<file path="src/rtl/rng_pkg.sv">
`timescale 1ns/1ps
package rng_pkg;

   localparam int unsigned DEF_BYTE_W  = 8;
   localparam int unsigned DEF_N_BYTES = 7;
   localparam int unsigned DEF_MIX_IDX = 4;
   localparam int unsigned DEF_INCR    = 32'h45;

   // action decoded from the control inputs each cycle
   typedef enum logic [1:0] {
      ACT_IDLE = 2'd0,
      ACT_LOAD = 2'd1,
      ACT_STEP = 2'd2
   } act_e;

   function automatic bit incr_is_odd(input int unsigned v);
      return (v % 2) == 1;
   endfunction

endpackage

</file>
<file path="src/rtl/rng_add_stage.sv">
`timescale 1ns/1ps
// one byte of the carry chain: sum = running + old + carry
module rng_add_stage #(
   parameter int unsigned W = 8
) (
   input  logic [W-1:0] run_in,
   input  logic [W-1:0] old_byte,
   input  logic         carry_in,
   output logic [W-1:0] sum_out,
   output logic         carry_out
);

   logic [W:0] wide;

   assign wide      = {1'b0, run_in} + {1'b0, old_byte} + {{W{1'b0}}, carry_in};
   assign sum_out   = wide[W-1:0];
   assign carry_out = wide[W];

endmodule

</file>
<file path="src/rtl/rng_chain.sv">
`timescale 1ns/1ps
// full combinational update pass over all state bytes
module rng_chain #(
   parameter int unsigned W       = 8,
   parameter int unsigned N       = 7,
   parameter int unsigned MIX_IDX = 4,
   parameter int unsigned INCR    = 32'h45
) (
   input  logic [N*W-1:0] st_in,
   output logic [N*W-1:0] st_out
);

   localparam logic [W-1:0] INCR_B = W'(INCR);
   localparam int unsigned  TOP    = N - 1;

   logic [W-1:0] run   [N+1];
   logic [W-1:0] pre   [N];
   logic         carry [N];
   logic [W-1:0] top_old;

   assign top_old  = st_in[TOP*W +: W];
   assign run[0]   = INCR_B;
   assign carry[0] = 1'b0;

   for (genvar i = 0; i < N; i++) begin : g_byte
      if (i == MIX_IDX) begin : g_mix
         assign pre[i] = run[i] ^ top_old;
      end else begin : g_pass
         assign pre[i] = run[i];
      end

      if (i < TOP) begin : g_add
         rng_add_stage #(.W(W)) u_add (
            .run_in   (pre[i]),
            .old_byte (st_in[i*W +: W]),
            .carry_in (carry[i]),
            .sum_out  (run[i+1]),
            .carry_out(carry[i+1])
         );
      end else begin : g_last
         // final carry leaves the chain, so only the byte is formed
         assign run[i+1] = pre[i] + st_in[i*W +: W] + {{(W-1){1'b0}}, carry[i]};
      end

      assign st_out[i*W +: W] = run[i+1];
   end

endmodule

</file>
<file path="src/rtl/rng_out_reg.sv">
`timescale 1ns/1ps
// registered output byte with single-cycle valid
module rng_out_reg #(
   parameter int unsigned W = 8
) (
   input  logic         clk,
   input  logic         rst_n,
   input  logic         fire,
   input  logic [W-1:0] value,
   output logic [W-1:0] rnd,
   output logic         rnd_valid
);

   always_ff @(posedge clk) begin
      if (!rst_n) begin
         rnd       <= '0;
         rnd_valid <= 1'b0;
      end else begin
         rnd_valid <= fire;
         if (fire) begin
            rnd <= value;
         end
      end
   end

endmodule

</file>
<file path="src/rtl/acc_perm_rng.sv">
`timescale 1ns/1ps
module acc_perm_rng
   import rng_pkg::*;
#(
   parameter int unsigned BYTE_W  = DEF_BYTE_W,
   parameter int unsigned N_BYTES = DEF_N_BYTES,
   parameter int unsigned MIX_IDX = DEF_MIX_IDX,
   parameter int unsigned INCR    = DEF_INCR
) (
   input  logic                        clk,
   input  logic                        rst_n,
   input  logic                        seed_load,
   input  logic [BYTE_W*N_BYTES-1:0]   seed,
   input  logic                        next,
   output logic [BYTE_W-1:0]           rnd,
   output logic                        rnd_valid
);

   localparam int unsigned STATE_W = BYTE_W * N_BYTES;
   localparam int unsigned TOP     = N_BYTES - 1;

   // elaboration-time parameter checks
   if (BYTE_W < 2 || BYTE_W > 16) begin : g_bad_width
      $error("acc_perm_rng: BYTE_W out of range");
   end
   if (N_BYTES < 3) begin : g_bad_count
      $error("acc_perm_rng: N_BYTES must be at least 3");
   end
   if (MIX_IDX < 1 || MIX_IDX > N_BYTES - 2) begin : g_bad_mix
      $error("acc_perm_rng: MIX_IDX must lie in 1..N_BYTES-2");
   end
   if (!incr_is_odd(INCR)) begin : g_even_incr
      $error("acc_perm_rng: INCR must be odd");
   end
   if (INCR >= (32'd1 << BYTE_W)) begin : g_wide_incr
      $error("acc_perm_rng: INCR does not fit in one byte");
   end

   act_e               act;
   logic [STATE_W-1:0] state_q;
   logic [STATE_W-1:0] state_nxt;
   logic [BYTE_W-1:0]  out_val;

   always_comb begin
      if (seed_load) begin
         act = ACT_LOAD;
      end else if (next) begin
         act = ACT_STEP;
      end else begin
         act = ACT_IDLE;
      end
   end

   rng_chain #(
      .W      (BYTE_W),
      .N      (N_BYTES),
      .MIX_IDX(MIX_IDX),
      .INCR   (INCR)
   ) u_chain (
      .st_in (state_q),
      .st_out(state_nxt)
   );

   assign out_val = state_nxt[TOP*BYTE_W +: BYTE_W] ^ state_nxt[MIX_IDX*BYTE_W +: BYTE_W];

   always_ff @(posedge clk) begin
      if (!rst_n) begin
         state_q <= '0;
      end else begin
         unique case (act)
            ACT_LOAD: state_q <= seed;
            ACT_STEP: state_q <= state_nxt;
            default:  state_q <= state_q;
         endcase
      end
   end

   rng_out_reg #(.W(BYTE_W)) u_out (
      .clk      (clk),
      .rst_n    (rst_n),
      .fire     (act == ACT_STEP),
      .value    (out_val),
      .rnd      (rnd),
      .rnd_valid(rnd_valid)
   );

endmodule

</file>
<file path="config.mk">
export PLATFORM = sky130hd
export DESIGN_NAME = acc_perm_rng
export DESIGN_NICKNAME = d
export VERILOG_FILES = /design/src/rtl/rng_pkg.sv /design/src/rtl/rng_add_stage.sv /design/src/rtl/rng_chain.sv /design/src/rtl/rng_out_reg.sv /design/src/rtl/acc_perm_rng.sv
export SDC_FILE = /design/constraint.sdc
export NUM_CORES = 1
export LEC_CHECK = 0
export BUFFER_PORTS_ARGS = -buffer_cell sky130_fd_sc_hd__buf_2
export CORE_MARGIN = 1
export CORE_UTILIZATION = 58
export CTS_CLUSTER_SIZE = 8
export DETAILED_ROUTE_END_ITERATION = 10
export PLACE_DENSITY = 0.78
export SYNTH_ARGS = -nofsm -noshare
export SYNTH_HDL_FRONTEND = slang
export SYNTH_SLANG_ARGS = --single-unit
</file>
<file path="constraint.sdc">
create_clock -name clk -period 14.8 [get_ports clk]
set_input_delay 1.48 -clock clk [delete_from_list [all_inputs] [get_ports clk]]
set_output_delay 1.48 -clock clk [all_outputs]
set_load 0.05 [all_outputs]
</file>
==> results.yml <==
die:
  rows: 32
  core-area_um2: 7848
  die_area_um2: 8615
  start_util_pct: 60.95
  die_w_um: 92.82
  die_h_um: 92.82
  ioPinCount: 69
timing:
  fmax_mhz: 83.61
  tns_ps: 0
  setup-violations-final: 0
  slew_headroom_pct: 31.01
  fin_crit_sh_pct: 80.82
  hold_slack_ps: 466.0
  finClkSkew_ps: 9.330
  tightest_slew_ps: 1031
  finalHoldViolations: 0
  slew_viol_final: 0
  min_period_ps: 11960
  rsz0062_at_grt: "no"
global_routing:
  grt_pass1_wl_um: 19360
  grt_usage_pct: 28.70
  antenna_found_initial: 0
  grt_pass1_vias: 3902
  grt_overflow_total: 0
  grt_max_degree: 75
setup_path:
  reg2regPathDepth: 58
  critical_path_class: "flip-flop to flip-flop"
  critPathMaxStageDelay_ps: 430
  cp_max_fo: 4
  cp_common_cell: "fa_1"
  r2r-end: "u_out.rnd[6]"
  rrSetupSlack_ps: 2840
  cp.arrival_ps: 12150
  cp_slowest_cell: "fa_1"
  crit-reg2reg-launch: "state_q[0]"
  end_kind: "flip-flop"
  worstPathRequired_ps: 14990
  start_kind: "flip-flop"
clocking:
  cts_hold_buffers: 0
  insertion_delay_ps: 350
  post-cts-setup-buffer-count: 0
  cts_tree: "built"
  cts-htree-levels: 3
  cts_resized: 0
  clk_transition_reported_paths_ps: 70
  cts_max_path_buffers: 2
  root_buffer: "clkbuf_8"
  cts-buffers-inserted: 9
  numClockSinks: 65
min_path:
  min_path_cells: 2
  hp-class: "flip-flop to flip-flop"
  min_from: "u_out.rnd[2]"
  min_to: "u_out.rnd[2]"
yosys:
  yosys.area.top_type_share_pct: 27.20
  async_flop_share_pct: 0
  avgSynthCellArea_um2: 8.219
  synth_area_um2: 4783
  yosys.area.top_type: "dfxtp_1"
  synth_cell_types: 38
  yosysWarningCount: 0
  synth_ff_type: "dfxtp_1"
  netlist_top_cells_area: "dfxtp_1, ha_1, xnor2_1, a21oi_1, mux2i_1"
  synth_most_common_cell: "nor2_1"
  synth_common_cells: "nor2_1, a21oi_1, dfxtp_1, xnor2_1, ha_1"
  ys_seq_area_share_pct: 27.20
  synth_edf_count: 0
  netlist_instances: 582
  syn-num-nets: 696
  ys_seq_elements: 65
routing:
  drc: 0
  via_count: 4263
  via_per_inst: 5.745
  routed_wl_um: 11870
  wl_per_cell_um: 15.99
  drtIter0Drc: 234
  ant_nets: 0
  first_pass_iters: 5
outcome:
  outcome: "finished, final reports clean"
finish:
  drive_gt1_share_pct: 13.44
  diodes: 0
  fillers: 667
  area_growth_pct: 11.98
  final_nets: 751
placed_design:
  port_buffers: 68
  dp_hpwl_um: 8614
  place.gp.congestion: 0.8782
flow_run:
  maxCapViolations: 0
==> registers in the layout, summed over array words and instances, names as in the netlist <==
name and flops:
u_out.rnd_valid 1, state_q 56, u_out.rnd 8
==> logic make-up (layout without fill, tap and decap cells) <==
kind of cell	Yosys count	count (layout)	synth area share (%)
buf+inv	49	107	3.845
simple gates	159	159	14.75
compound gates	160	160	19.88
xor+xnor	60	60	10.99
flops	65	65	27.20
fa+ha+maj	54	54	16.01
mux	35	35	7.324
==> placed cells by master (no fill, tap or decap), drive strengths merged, types with 2 or more instances in the layout <==
cell type / n
nand2: 25
o21ai: 29
mux2i: 35
nor3b: 3
a211oi: 17
nor2: 86
buf: 71
clkbuf: 11
xnor2: 45
nor3: 7
inv: 22
fa: 12
a31oi: 3
o21a: 5
a21oi: 75
nand2b: 9
o21bai: 8
o311ai: 4
nor2b: 9
a311oi: 2
ha: 42
or3: 6
dfxtp: 65
nand3: 9
a21o: 12
xor2: 15
==> how the worst max path moves through the flow <==
stage	end	startpoint
floorplan	u_out.rnd[6]	state_q[0]
global placement	u_out.rnd[6]	state_q[0]
detailed placement	u_out.rnd[6]	state_q[0]
CTS	u_out.rnd[6]	state_q[0]
global route	u_out.rnd[6]	state_q[0]
finish	u_out.rnd[6]	state_q[0]
==> stage by stage <==
step           util, %  setup slack [ps]  instance area [µm²]  instances
2_1_floorplan        -              3924                 4783        582
3_3_place_gp     65.91              3440                 5172        728
3_5_place_dp     65.91              2969                 5172        728
4_1_cts          68.26              2887                 5356        742
5_1_grt          68.26              1941                 5356        742
6_report         68.26              2839                 5356        742
==> worst max-delay path, delay by kind of cell, from the launching register on <==
family | cells | cell delay [ps]
mux | 1 | 200
flops | 1 | 350
compound gates | 28 | 4540
xor+xnor | 1 | 150
buf+inv | 1 | 80
fa+ha+maj | 13 | 5040
simple gates | 14 | 1420
==> area by class of cell <==
cell class	instances	area, µm²	share of cell area (%)
multi-input cells	468	3298	61.57
clock inverters	3	42.54	0.7942
inverters	22	82.58	1.542
repair buffers	71	362.8	6.774
flip-flops and latches	65	1301	24.29
well taps	102	127.6	2.383
clock buffers	11	141.4	2.640
==> per-layer routing <==
metal | wire (µm) | GRT usage [%] | vias up
met2 | 4990 | 41.12 | 137
met1 | 5964 | 43.90 | 1973
met3 | 787 | 5.090 | 14
met4 | 125 | 7.179 | 0
li1 | - | - | 2139
met5 | 0 | 0 | -
Power is not shown: default switching activity piles up to over one toggle a cycle in this logic, so the estimate is an artifact.
